File: src/rtl/bridge_pkg.sv
package bridge_pkg;
   typedef enum logic [1:0] {
      PH_IDLE = 2'd0,
      PH_ADDR = 2'd1,
      PH_DATA = 2'd2
   } phase_t;
endpackage

File: src/rtl/bit_order_map.sv
module bit_order_map #(
   parameter int W         = 32,
   parameter bit ALLOW_REV = 1'b1
) (
   input  logic         rev,
   input  logic [W-1:0] din,
   output logic [W-1:0] dout
);
   generate
      if (ALLOW_REV) begin : g_rev
         for (genvar i = 0; i < W; i++) begin : g_bit
            assign dout[i] = rev ? din[W-1-i] : din[i];
         end
      end else begin : g_pass
         logic unused_rev;
         assign unused_rev = rev;
         assign dout = din;
      end
   endgenerate
endmodule

File: src/rtl/addr_window_decode.sv
module addr_window_decode #(
   parameter int                  W        = 32,
   parameter int                  DEC_BITS = 4,
   parameter logic [DEC_BITS-1:0] BASE     = '0,
   parameter logic [DEC_BITS-1:0] MASK     = '1
) (
   input  logic [W-1:0] addr,
   output logic         hit
);
   localparam logic [DEC_BITS-1:0] MATCH = BASE & MASK;

   logic [DEC_BITS-1:0] upper;
   assign upper = addr[W-1 -: DEC_BITS];
   assign hit   = ((upper & MASK) == MATCH);

   generate
      if (DEC_BITS < W) begin : g_low
         logic unused_low;
         assign unused_low = ^addr[W-DEC_BITS-1:0];
      end
   endgenerate
endmodule

File: src/rtl/bridge_phase_ctl.sv
module bridge_phase_ctl
   import bridge_pkg::*;
#(
   parameter int W = 32
) (
   input  logic         clk,
   input  logic         rst_n,
   input  logic         ts_n,
   input  logic         hit,
   input  logic         ack_n,
   input  logic         wr_in,
   input  logic         rev_in,
   input  logic [W-1:0] addr_in,
   output phase_t       phase,
   output logic         wr_q,
   output logic         rev_q,
   output logic [W-1:0] addr_q,
   output logic         done
);
   phase_t phase_nx;
   logic   start;

   assign start = (phase == PH_IDLE) && !ts_n && hit;
   assign done  = (phase == PH_DATA) && !ack_n;

   always_comb begin
      phase_nx = phase;
      unique case (phase)
         PH_IDLE: if (start) phase_nx = PH_ADDR;
         PH_ADDR: phase_nx = PH_DATA;
         PH_DATA: if (done) phase_nx = PH_IDLE;
         default: phase_nx = PH_IDLE;
      endcase
   end

   always_ff @(posedge clk or negedge rst_n) begin
      if (!rst_n) begin
         phase  <= PH_IDLE;
         wr_q   <= 1'b0;
         rev_q  <= 1'b0;
         addr_q <= '0;
      end else begin
         phase <= phase_nx;
         if (start) begin
            wr_q   <= wr_in;
            rev_q  <= rev_in;
            addr_q <= addr_in;
         end
      end
   end
endmodule

File: src/rtl/mux_bus_bridge.sv
module mux_bus_bridge
   import bridge_pkg::*;
#(
   parameter int                  W          = 32,
   parameter int                  DEC_BITS   = 4,
   parameter logic [DEC_BITS-1:0] BASE       = 4'hA,
   parameter logic [DEC_BITS-1:0] MASK       = 4'hF,
   parameter bit                  SUPPORT_BE = 1'b1
) (
   input  logic         clk,
   input  logic         rst_n,
   input  logic         host_sel,
   input  logic         host_ts_n,
   input  logic         host_wr,
   input  logic [W-1:0] host_addr,
   input  logic [W-1:0] host_wdata,
   output logic [W-1:0] host_rdata,
   output logic         host_rdy,
   output logic         bus_cs,
   output logic [W-1:0] bus_out,
   output logic         bus_oe,
   input  logic [W-1:0] bus_in,
   output logic         din_en,
   input  logic         bus_ack_n
);
   generate
      if (W < 2) begin : g_bad_w
         $error("mux_bus_bridge: W must be at least 2");
      end
      if (DEC_BITS < 1 || DEC_BITS > W) begin : g_bad_dec
         $error("mux_bus_bridge: DEC_BITS must lie in 1..W");
      end
   endgenerate

   phase_t       phase;
   logic         rev_live, rev_q, wr_q, done, dec_hit;
   logic [W-1:0] log_addr, addr_q, wdata_map, rdata_map;
   logic [W-1:0] rdata_q;
   logic         rdy_q;

   assign rev_live = !host_sel;

   bit_order_map #(.W(W), .ALLOW_REV(SUPPORT_BE)) i_map_addr (
      .rev(rev_live), .din(host_addr), .dout(log_addr));

   bit_order_map #(.W(W), .ALLOW_REV(SUPPORT_BE)) i_map_wdata (
      .rev(rev_q), .din(host_wdata), .dout(wdata_map));

   bit_order_map #(.W(W), .ALLOW_REV(SUPPORT_BE)) i_map_rdata (
      .rev(rev_q), .din(bus_in), .dout(rdata_map));

   addr_window_decode #(.W(W), .DEC_BITS(DEC_BITS), .BASE(BASE), .MASK(MASK)) i_dec (
      .addr(log_addr), .hit(dec_hit));

   bridge_phase_ctl #(.W(W)) i_ctl (
      .clk(clk), .rst_n(rst_n), .ts_n(host_ts_n), .hit(dec_hit),
      .ack_n(bus_ack_n), .wr_in(host_wr), .rev_in(rev_live),
      .addr_in(log_addr), .phase(phase), .wr_q(wr_q), .rev_q(rev_q),
      .addr_q(addr_q), .done(done));

   always_comb begin
      bus_cs  = (phase != PH_IDLE);
      bus_oe  = (phase == PH_ADDR) || ((phase == PH_DATA) && wr_q);
      din_en  = (phase == PH_DATA) && !wr_q;
      bus_out = '0;
      if (phase == PH_ADDR)
         bus_out = addr_q;
      else if ((phase == PH_DATA) && wr_q)
         bus_out = wdata_map;
   end

   always_ff @(posedge clk or negedge rst_n) begin
      if (!rst_n) begin
         rdata_q <= '0;
         rdy_q   <= 1'b0;
      end else begin
         rdy_q <= done;
         if (done && !wr_q)
            rdata_q <= rdata_map;
      end
   end

   assign host_rdata = rdata_q;
   assign host_rdy   = rdy_q;
endmodule

File: config.mk
export PLATFORM = sky130hd
export DESIGN_NAME = mux_bus_bridge
export DESIGN_NICKNAME = d
export VERILOG_FILES = /design/src/rtl/bridge_pkg.sv /design/src/rtl/bit_order_map.sv /design/src/rtl/addr_window_decode.sv /design/src/rtl/bridge_phase_ctl.sv /design/src/rtl/mux_bus_bridge.sv
export SDC_FILE = /design/constraint.sdc
export NUM_CORES = 1
export LEC_CHECK = 0
export ABC_AREA = 0
export ABC_CLOCK_PERIOD_IN_PS = 6300
export CORE_MARGIN = 2
export CORE_UTILIZATION = 55
export DETAILED_ROUTE_END_ITERATION = 12
export DONT_BUFFER_PORTS = 1
export PLACE_DENSITY = 0.7
export SKIP_CTS_REPAIR_TIMING = 1
export SLEW_MARGIN = 0
export SYNTH_ARGS = -nofsm -noshare
export SYNTH_HDL_FRONTEND = slang
export SYNTH_SLANG_ARGS = --single-unit
File: constraint.sdc
create_clock -name clk -period 6.3 [get_ports clk]
set_input_delay 1.89 -clock clk [delete_from_list [all_inputs] [get_ports clk]]
set_output_delay 1.89 -clock clk [all_outputs]
set_load 0.02 [all_outputs]
## Word level (Yosys, flattened, before mapping)

Cells that the tools add are included.

| storage, ports and cells | value |
|---|---|
| RAM bits | 0 |
| word-level logic and storage cells | 126 |
| memory bits (read-only) | 0 |
| flip-flop bits (word level) | 69 |
| memories | 0 |
| bits of input ports | 102 |
| bits in latches | 0 |
| output and inout port bits | 68 |

| operators by class | value |
|---|---|
| bitwise operators | 0 |
| eq/ne operators | 5 |
| reductions and logical operators | 14 |
| magnitude comparators | 0 |
| div/mod/pow operators | 0 |
| $mul | 0 |
| add/subtract/negate cells | 0 |
| muxes and demuxes | 101 |
| shift-type cells | 0 |

Operators by type and width:

| cell | count |
|---|---|
| two-way mux 1 bit | 96 |
| two-way mux 32 bit | 2 |
| logical AND 1 bit | 6 |
| one-hot mux 2 bit (3 select lines) | 1 |
| == test 4 bit (second input constant) | 1 |
| zero test 1 bit | 4 |
| two-way mux 2 bit | 2 |
| == test 2 x 1 -> 1 bit (second input constant) | 1 |
| == test 2 bit (second input constant) | 1 |
| zero test 2 bit | 1 |
| inequality test 2 x 1 -> 1 bit (second input constant) | 1 |
| inequality test 2 bit (second input constant) | 1 |
| AND reduction 2 bit | 1 |
| nonzero test 2 bit | 1 |
| logical OR 1 bit | 1 |

## Depth between registers and ports, before layout

Gate-level depths: netlist (run 1).

| logic depth | value |
|---|---|
| depth after elaboration | 5 |
| gate-level depth with buffers | 5 |
| depth with buffers taken out | 3 |

## Modules after synthesis

A second synthesis (run 1) with hierarchy kept.

| unflattened totals | value |
|---|---|
| cell total of the unflattened synthesis | 342 |
| area total of the unflattened synthesis | 4947.2 um^2 |

By module, submodules not included:

| module | sequential area each (um^2) | cells an instance | area each (um^2) | instances |
|---|---|---|---|---|
| mux_bus_bridge | 825.8 | 156 | 1939.4 | 1 |
| bit_order_map | 0.0 | 36 | 544.3 | 3 |
| bridge_phase_ctl | 900.9 | 77 | 1362.6 | 1 |
| addr_window_decode | 0.0 | 1 | 12.5 | 1 |

## Worst setup path after synthesis (run 1)

Ideal clock, no wire load.

| path | value |
|---|---|
| path type | in2out |
| start point | input port host_wdata[21] |
| end point | output port bus_out[10] |
| stages | 2 |
| buffers on the path | 0 |
| required time | 4.410 ns |
| arrival | 2.438 ns |
| setup slack | 1.972 ns |
| cells stage by stage | mux2i_1 -> o21ai_0 |

| on the way | value |
|---|---|
| cells in the longest elaborated chain, start to end | 3 |

Ends and longest elaborated chain:

| what | RTL line | RTL |
|---|---|---|
| start, declared | mux_bus_bridge.sv:16 | `input logic [W-1:0] host_wdata,` |
| two-way mux 1 bit | bit_order_map.sv:12 | `assign dout[i] = rev ? din[W-1-i] : din[i];` |
| two-way mux 32 bit | mux_bus_bridge.sv:68 | `else if ((phase == PH_DATA) && wr_q)` |
| two-way mux 32 bit | mux_bus_bridge.sv:66 | `if (phase == PH_ADDR)` |
| end, declared | mux_bus_bridge.sv:20 | `output logic [W-1:0] bus_out,` |

No other way between the ends.

## Worst setup path after layout (run 1)

| path | value |
|---|---|
| start point | input port host_wdata[3] |
| end point | output port bus_out[28] |

The elaborated chain is that of the path after synthesis.

==> results.json, run 1 <==
{
  "whs_ns": 0.468,
  "grt_pass1_wl_mm": 12.0,
  "worstSetupPathType": "in -> out",
  "layout.nets": 454,
  "crit_path_cell_trace": "mux2i_1, o21ai_0",
  "fin_skew_ns": 0.00916,
  "area_delta_synth_final_pct": 5.22,
  "drtIter0Drc": 127,
  "die_area_mm2": 0.00766,
  "synth-edff-count": 0,
  "hp-class": "reg -> reg",
  "gp_congestion": 0.725,
  "die_height_um": 87.5,
  "io_pins": 170,
  "critPathSlowestCell": "o21ai_0",
  "antenna_cells": 0,
  "path_delay_family": "compound AO/OA/AOI/OAI gates",
  "required_ns": 4.41,
  "max_stage_delay_ns": 0.65,
  "vias": 2626,
  "die_w_um": 87.5,
  "ys_warn_count": 0,
  "worstHoldEndpoint": "i_ctl.addr_q[29]",
  "max_slew_margin_pct": 28.9,
  "rr_worst_depth": 4,
  "synth_fp_nets": 467,
  "grt-ovfl-total": 0,
  "worst_slew_pin_slew_ns": 1.07,
  "yosys-top-cells-area": "dfrtp_1 45%, mux2i_1 17%, mux2_2 11%",
  "ant_nets": 0,
  "vdd_drop_max_mv": 0.235,
  "clk_latency_ns": 0.33,
  "drive_gt1_share_pct": 17.6,
  "initial_core_util_pct": 56.8,
  "dpl.cell_count": 421,
  "holdCritStartpoint": "i_ctl.addr_q[29]",
  "synth.distinct_cells": 20,
  "fin_tns_setup_ns": 0,
  "rr_startpoint": "i_ctl.phase[0]",
  "dr.pass1.iters": 4,
  "drc": 0,
  "drv_cap": 0,
  "portBuffers": 0,
  "setup_viol": 0,
  "async_flop_share_pct": 100,
  "synth_fa_ha_area_share_pct": 0,
  "ys_ff_latch": 69,
  "grt_pass1_vias": 2655,
  "placed_area_mm2": 0.00386,
  "synth_compound_area_share_pct": 9.26,
  "crit_path_end_kind": "output port",
  "status": "completed",
  "grt_max_degree": 70,
  "stdcell_area_mm2": 0.00404,
  "yosysSeqAreaShare_pct": 45.0,
  "grtUsageTotal_pct": 20.3,
  "synthMuxAreaShare_pct": 33.9,
  "rsz0062_at_grt": "no",
  "leakagePower_nw": 1.88,
  "cts_htree_levels": 3,
  "fin_cells": 437,
  "startpoint_type": "input pin",
  "syn_avg_cell_area_um2": 10.5,
  "synth_cells": 365,
  "rows": 30,
  "setup_ws_ns": 1.81,
  "post-route-min-period_ns": 4.49,
  "power_density_mw_per_mm2": 375,
  "clock_sinks": 69,
  "path_buf_inv": 0,
  "fmax_ghz": 0.223,
  "cp_data_arrival_time_ns": 2.60,
  "r2r-end": "i_ctl.addr_q[21]",
  "cts_buffers": 9,
  "yosys_most_used_dff": "dfrtp_1",
  "slew_viol_final": 0,
  "wl_per_cell_um": 17.9,
  "grt_antenna_before_repair": 0,
  "yosysTopAreaCell": "dfrtp_1",
  "dp_hpwl_mm": 5.49,
  "synth_xor_area_share_pct": 0,
  "vias_per_cell": 6.01,
  "design.core.area_mm2": 0.00676,
  "synth.top_cell.area_share_pct": 45.0,
  "wl_mm": 7.83,
  "finalHoldViolations": 0,
  "whs_path_depth": 1,
  "syn_area_mm2": 0.00384,
  "finalCritPeriodShare_pct": 71.2,
  "clkTransAtPathRegs_ns": 0.06,
  "pre_cts_slack_ns": 1.79,
  "synth_top_family_by_area": "multiplexers",
  "cts_max_path_buffers": 2,
  "cts_tree": "done",
  "yosys.area_share.simple_pct": 8.80,
  "root_buffer": "clkbuf_8",
  "fillers": 592,
  "worst-r2r-setup-slack_ns": 4.24,
  "crit_fanout": 2
}
## cell type report
cell class	count	area [um^2]	area share, %
multi-input cells	268	2000	49.6
repair buffers	3	22.5	0.558
clock inverters	4	22.5	0.558
inverters	1	3.75	0.0929
clock buffers	12	155	3.84
well taps	80	100	2.48
flip-flops and latches	69	1730	42.8
## state kept, by name, indices dropped and copies added, names as in the netlist
register / cells
i_ctl.phase: 2
i_ctl.rev_q: 1
i_ctl.wr_q: 1
host_rdy: 1
i_ctl.addr_q: 32
host_rdata: 32
## where the power goes
| group | total (W) | leakage, nW | internal, W | switching [W] |
|---|---|---|---|---|
| combinational | 0.000292 | 0.952 | 0.000183 | 0.000109 |
| clock | 0.000316 | 0.0921 | 0.000162 | 0.000153 |
| sequential | 0.000904 | 0.832 | 0.000609 | 0.000295 |
| total | 0.00151 | 1.88 | 0.000955 | 0.000558 |
## cell families (layout without fill, tap and decap cells)
logic type | after synthesis | in the layout
AO/OA/AOI/OAI | 66 | 66
flip-flops | 69 | 69
AND/OR/NAND/NOR | 79 | 79
multiplexers | 123 | 123
buffers and inverters | 28 | 20
## synthesized netlist by cell type (2+ instances only)
| cell type | n |
|---|---|
| dfrtp_1 | 69 |
| mux2i_1 | 66 |
| mux2_2 | 38 |
| nor2_1 | 34 |
| nand2_1 | 33 |
| a21oi_1 | 32 |
| o21ai_0 | 32 |
| clkbuf_1 | 19 |
| mux2_1 | 19 |
| buf_1 | 5 |
| nor2b_1 | 4 |
| buf_4 | 3 |
| or2_2 | 3 |
| nand2b_1 | 2 |
## per-stage QoR
stage	power (W)	utilization [%]
global placement	0.00119	57.1
floorplan	0.00114	-
CTS	0.00153	59.8
finish	0.00151	59.8
detailed placement	0.00121	57.1
global route	0.00161	59.8
## worst max path at each step
| stage | startpoint | end | depth (start not counted) |
|---|---|---|---|
| final | host_wdata[3] | bus_out[28] | 2 |
| after CTS | host_wdata[3] | bus_out[28] | 2 |
| after global placement | host_wdata[3] | bus_out[28] | 2 |
| after floorplan | host_wdata[21] | bus_out[10] | 2 |
| after detailed placement | host_wdata[3] | bus_out[28] | 2 |
| after global routing | host_wdata[2] | bus_out[29] | 2 |
## layout by cell type (no fill, tap or decap)
master / instances
inv_1: 1
clkbuf_8: 11
a21o_1: 1
nor2_1: 34
nor4b_2: 1
nand4bb_1: 1
nor2b_2: 1
clkbuf_1: 1
clkinv_2: 3
or4b_1: 1
mux2i_1: 66
nor2b_1: 3
a2111oi_4: 1
dfrtp_4: 1
nand2b_1: 2
buf_4: 3
or2_2: 3
clkinvlp_4: 1
o21ai_0: 32
mux2_2: 38
dfrtp_1: 68
mux2_1: 19
nand2_1: 33
a21oi_1: 32
## per-layer routing
metal	part of all wire (%)	vias to the layer above	global-route usage, %
li1	-	1254	-
met1	40	1267	23.5
met2	52	94	36.2
met3	7.0	11	5.00
met4	1.5	0	7.83
met5	0	-	0
(Power assumes the default switching activity.)
==> run 2: changes to the inputs <==
--- a/config.mk
+++ b/config.mk
@@ -6,12 +6,12 @@
 export NUM_CORES = 1
 export LEC_CHECK = 0
 export ABC_AREA = 0
-export ABC_CLOCK_PERIOD_IN_PS = 6300
+export ABC_CLOCK_PERIOD_IN_PS = 3800
 export CORE_MARGIN = 2
 export CORE_UTILIZATION = 55
 export DETAILED_ROUTE_END_ITERATION = 12
 export DONT_BUFFER_PORTS = 1
-export PLACE_DENSITY = 0.7
+export PLACE_DENSITY = 0.73
 export SKIP_CTS_REPAIR_TIMING = 1
 export SLEW_MARGIN = 0
 export SYNTH_ARGS = -nofsm -noshare
==> constraint.sdc (replaced) <==
create_clock -name clk -period 3.8 [get_ports clk]
set_input_delay 1.14 -clock clk [delete_from_list [all_inputs] [get_ports clk]]
set_output_delay 1.14 -clock clk [all_outputs]
set_load 0.02 [all_outputs]
==> results.json, run 2 (same netlist as run 1, synthesis figures left out) <==
{
  "clkTransAtPathRegs_ns": 0.08,
  "worst-r2r-setup-slack_ns": 1.74,
  "whs_ns": 0.480,
  "worstSetupPathType": "reg -> out",
  "drtIter0Drc": 137,
  "internal-power_w": 0.00162,
  "rr_startpoint": "i_ctl.phase[0]",
  "crit_path_end_kind": "output port",
  "die_height_um": 87.5,
  "power_density_mw_per_mm2": 632,
  "cts_htree_levels": 3,
  "rr_worst_depth": 4,
  "vdd_drop_max_mv": 0.433,
  "grt_max_degree": 70,
  "gp_congestion": 0.814,
  "cp_data_arrival_time_ns": 2.28,
  "power_frac_seq_pct": 56.6,
  "hp-class": "in -> async",
  "finalCritPeriodShare_pct": 90.1,
  "area_delta_synth_final_pct": 6.36,
  "required_ns": 2.66,
  "die_area_mm2": 0.00766,
  "cts_max_path_buffers": 2,
  "crit_fanout": 33,
  "die_w_um": 87.5,
  "grt_antenna_before_repair": 0,
  "portBuffers": 0,
  "root_buffer": "clkbuf_8",
  "drive_gt1_share_pct": 18.6,
  "layout_common_cells": "68 x dfrtp_1, 66 x mux2i_1, 38 x mux2_2",
  "fin_skew_ns": 0.00840,
  "vias_per_cell": 5.88,
  "io_pins": 170,
  "critPathSlowestCell": "o21ai_0",
  "layout_commonest_cell": "dfrtp_1",
  "max_slew_margin_pct": 40.9,
  "cts_tree": "done",
  "fmax_ghz": 0.292,
  "fin_cells": 440,
  "status": "completed",
  "fillers": 586,
  "startpoint_type": "flip-flop",
  "p_sw_w": 0.000966,
  "drv_cap": 0,
  "pwr-share-comb_pct": 20.3,
  "wl_mm": 8.01,
  "finalHoldViolations": 0,
  "path_buf_inv": 0,
  "clock_sinks": 69,
  "dr.pass1.iters": 4,
  "dpl.cell_count": 424,
  "power_frac_clock_pct": 23.2,
  "setup_viol": 0,
  "path_delay_family": "compound AO/OA/AOI/OAI gates",
  "grtUsageTotal_pct": 20.6,
  "grt_pass1_wl_mm": 12.1,
  "grt-ovfl-total": 0,
  "vias": 2589,
  "grt_pass1_vias": 2635,
  "wl_per_cell_um": 18.2,
  "worst_slew_pin_slew_ns": 0.884,
  "swShare_pct": 37.4,
  "r2r-end": "i_ctl.addr_q[19]",
  "design.core.area_mm2": 0.00676,
  "rows": 30,
  "initial_core_util_pct": 56.8,
  "drc": 0,
  "dp_hpwl_mm": 5.73,
  "ant_nets": 0,
  "cts_buffers": 9,
  "post-route-min-period_ns": 3.42,
  "clk_latency_ns": 0.34,
  "crit_path_cell_trace": "nor2b_1, nand2_1, o21ai_0",
  "rsz0062_at_grt": "no",
  "fin_tns_setup_ns": 0,
  "max_stage_delay_ns": 0.79,
  "leakagePower_nw": 1.89,
  "antenna_cells": 0,
  "layout.nets": 457,
  "slew_viol_final": 0
}
[run 2: area by class of cell]
cell class | count | area, um^2 | area share (%)
Timing Repair Buffer | 6 | 45.0 | 1.10
Sequential cell | 69 | 1730 | 42.4
Tap cell | 80 | 100 | 2.45
Clock buffer | 9 | 124 | 3.03
Inverter | 1 | 3.75 | 0.0919
Multi-Input combinational cell | 268 | 2000 | 49.1
Clock inverter | 7 | 75.1 | 1.84
[run 2: power by group through the flow]
| stage | logic (W) | clock network (W) | registers [W] |
|---|---|---|---|
| global route | 0.000592 | 0.000647 | 0.00150 |
| floorplan | 0.000523 | 0 | 0.00136 |
| global placement | 0.000502 | 0 | 0.00147 |
| finish | 0.000523 | 0.000598 | 0.00146 |
| CTS | 0.000531 | 0.000614 | 0.00146 |
| detailed placement | 0.000534 | 0 | 0.00147 |
[run 2: through the flow]
stage / util (%) / power [W] / worst slack [ns] / cell area (um^2)
finish: 60.4 / 0.00258 / 0.377 / 4080
global route: 60.4 / 0.00274 / 0.205 / 4080
CTS: 60.4 / 0.00261 / 0.378 / 4080
detailed placement: 57.5 / 0.00200 / 0.771 / 3880
global placement: 57.5 / 0.00197 / 0.847 / 3880
floorplan: - / 0.00188 / 0.874 / 3840
[run 2: worst reg2reg max path: cells and delay by family (launching register included)]
kind / cells / cell delay (ns)
multiplexers: 1 / 0.40
flip-flops: 1 / 0.42
buffers and inverters: 1 / 0.43
AO/OA/AOI/OAI: 1 / 0.28
AND/OR/NAND/NOR: 1 / 0.41
[run 2: how the worst max path moves through the flow]
stage | start | to | slack [ns] | cells past startpoint
2_1_floorplan | i_ctl.rev_q | bus_out[24] | 0.87 | 4
3_3_place_gp | host_addr[3] | i_ctl.addr_q[19] | 0.85 | 4
3_5_place_dp | i_ctl.phase[0] | bus_out[22] | 0.77 | 3
4_1_cts | i_ctl.phase[1] | bus_out[22] | 0.38 | 3
5_1_grt | i_ctl.phase[1] | bus_out[22] | 0.21 | 3
6_report | i_ctl.phase[1] | bus_out[22] | 0.38 | 3
[run 2: layer usage]
layer  wire length (um)  GRT usage [%]  up-vias
li1                   -              -     1257
met1               3220           24.6     1214
met2               3940           34.0      106
met3                713           6.88       12
met4                131           8.67        0
met5                  0              0        -
==> run 3: changes to the inputs <==
--- a/config.mk
+++ b/config.mk
@@ -8,10 +8,10 @@
 export ABC_AREA = 0
 export ABC_CLOCK_PERIOD_IN_PS = 3800
 export CORE_MARGIN = 2
-export CORE_UTILIZATION = 55
+export CORE_UTILIZATION = 57
 export DETAILED_ROUTE_END_ITERATION = 12
 export DONT_BUFFER_PORTS = 1
-export PLACE_DENSITY = 0.73
+export PLACE_DENSITY = 0.75
 export SKIP_CTS_REPAIR_TIMING = 1
 export SLEW_MARGIN = 0
 export SYNTH_ARGS = -nofsm -noshare
==> results.json, run 3 (same netlist as run 1, synthesis figures left out) <==
{
  "status": "completed",
  "drc": 0,
  "layout.nets": 461,
  "wl_per_cell_um": 19.0,
  "max_slew_margin_pct": 37.5,
  "ant_nets": 0,
  "layout_commonest_cell": "dfrtp_1",
  "critPathSlowestCell": "o21ai_0",
  "max_stage_delay_ns": 0.85,
  "cts_tree": "done",
  "wl_mm": 8.36,
  "pre_cts_slack_ns": 0.680,
  "leakagePower_nw": 1.92,
  "vias_per_cell": 6.11,
  "dr.pass1.iters": 4,
  "path_buf_inv": 0,
  "drive_gt1_share_pct": 19.5,
  "layout_common_cells": "68 x dfrtp_1, 66 x mux2i_1, 38 x mux2_2",
  "path_delay_family": "compound AO/OA/AOI/OAI gates",
  "initial_core_util_pct": 59.8,
  "finalCritPeriodShare_pct": 92.5,
  "worstSetupPathType": "reg -> out",
  "final_util_pct": 63.7,
  "design.core.area_mm2": 0.00642,
  "grt_pass1_vias": 2757,
  "rsz0062_at_grt": "no",
  "worst-r2r-setup-slack_ns": 1.70,
  "clkTransAtPathRegs_ns": 0.09,
  "grt-ovfl-total": 0,
  "root_buffer": "clkbuf_8",
  "cp_data_arrival_time_ns": 2.37,
  "io_pins": 170,
  "gp_congestion": 0.766,
  "required_ns": 2.66,
  "vdd_drop_max_mv": 0.417,
  "finalHoldViolations": 0,
  "cts_buffers": 9,
  "dp_hpwl_mm": 5.91,
  "rr_startpoint": "i_ctl.phase[0]",
  "setup_viol": 0,
  "fin_tns_setup_ns": 0,
  "worst_slew_pin_slew_ns": 0.935,
  "antenna_cells": 0,
  "grt_max_degree": 70,
  "r2r-end": "i_ctl.addr_q[0]",
  "startpoint_type": "flip-flop",
  "die_area_mm2": 0.00741,
  "power_density_mw_per_mm2": 621,
  "crit_fanout": 33,
  "crit_path_end_kind": "output port",
  "hp-class": "in -> async",
  "setup_ws_ns": 0.286,
  "rr_worst_depth": 4,
  "die_height_um": 86.1,
  "clk_latency_ns": 0.35,
  "fmax_ghz": 0.285,
  "slew_viol_final": 0,
  "crit_path_cell_trace": "nor2b_1, nand2_1, o21ai_0",
  "area_delta_synth_final_pct": 6.62,
  "grtUsageTotal_pct": 22.7,
  "drtIter0Drc": 86,
  "grt_pass1_wl_mm": 13.0,
  "portBuffers": 0,
  "fin_skew_ns": 0.0138,
  "clock_sinks": 69,
  "vias": 2696,
  "cts_max_path_buffers": 2,
  "cp.depth": 3,
  "post-route-min-period_ns": 3.51,
  "rows": 29,
  "die_w_um": 86.1,
  "cts_htree_levels": 3,
  "startpoint": "i_ctl.phase[0]",
  "endpoint": "bus_out[26]",
  "grt_antenna_before_repair": 0,
  "whs_ns": 0.471,
  "total_power_w": 0.00254,
  "drv_cap": 0
}
==> run 3: cell types whose count changed in the layout (fill, tap and decap cells not counted) <==
cell and change:
bufinv_16 -1, clkinv_2 +1, buf_4 +4, clkinv_4 +1, clkbuf_8 +1, inv_6 +1, clkinvlp_4 -3
==> run 3: report_power, final <==
part | internal [W] | total [W] | switching [W]
Combinational | 0.000302 | 0.000531 | 0.000229
Sequential | 0.00101 | 0.00146 | 0.000449
Clock | 0.000259 | 0.000550 | 0.000291
==> run 3: final cells by class <==
cell class | count | area [um^2]
clock buffer | 10 | 138
clock inverter | 6 | 45.0
fill | 510 | 2330
inverter | 1 | 3.75
multi-input combinational | 268 | 2000
sequential | 69 | 1730
tap | 77 | 96.3
timing repair buffer | 10 | 75.1
==> run 3: per-layer routing <==
| layer | vias up | part of all wire (%) | track usage, % |
|---|---|---|---|
| met5 | - | 0 | 0 |
| met4 | 0 | 2.8 | 11.8 |
| met3 | 20 | 9.2 | 7.70 |
| met2 | 111 | 48 | 37.1 |
| met1 | 1293 | 40 | 26.4 |
| li1 | 1272 | - | - |
==> run 3: per-stage QoR <==
stage	cell area, um^2	instances
global placement	3910	425
CTS	4090	441
finish	4090	441
detailed placement	3910	425
floorplan	3840	365
global route	4090	441
==> run 3: how the worst min path moves through the flow <==
stage                          start          endpoint  slack [ns]  cells past startpoint
floorplan           i_ctl.addr_q[29]  i_ctl.addr_q[29]        0.44                      1
global placement    i_ctl.addr_q[29]  i_ctl.addr_q[29]        0.45                      1
detailed placement  i_ctl.addr_q[29]  i_ctl.addr_q[29]        0.46                      1
CTS                            rst_n     host_rdata[6]        0.46                      0
global route                   rst_n    host_rdata[21]        0.45                      0
finish                         rst_n    host_rdata[21]        0.47                      0
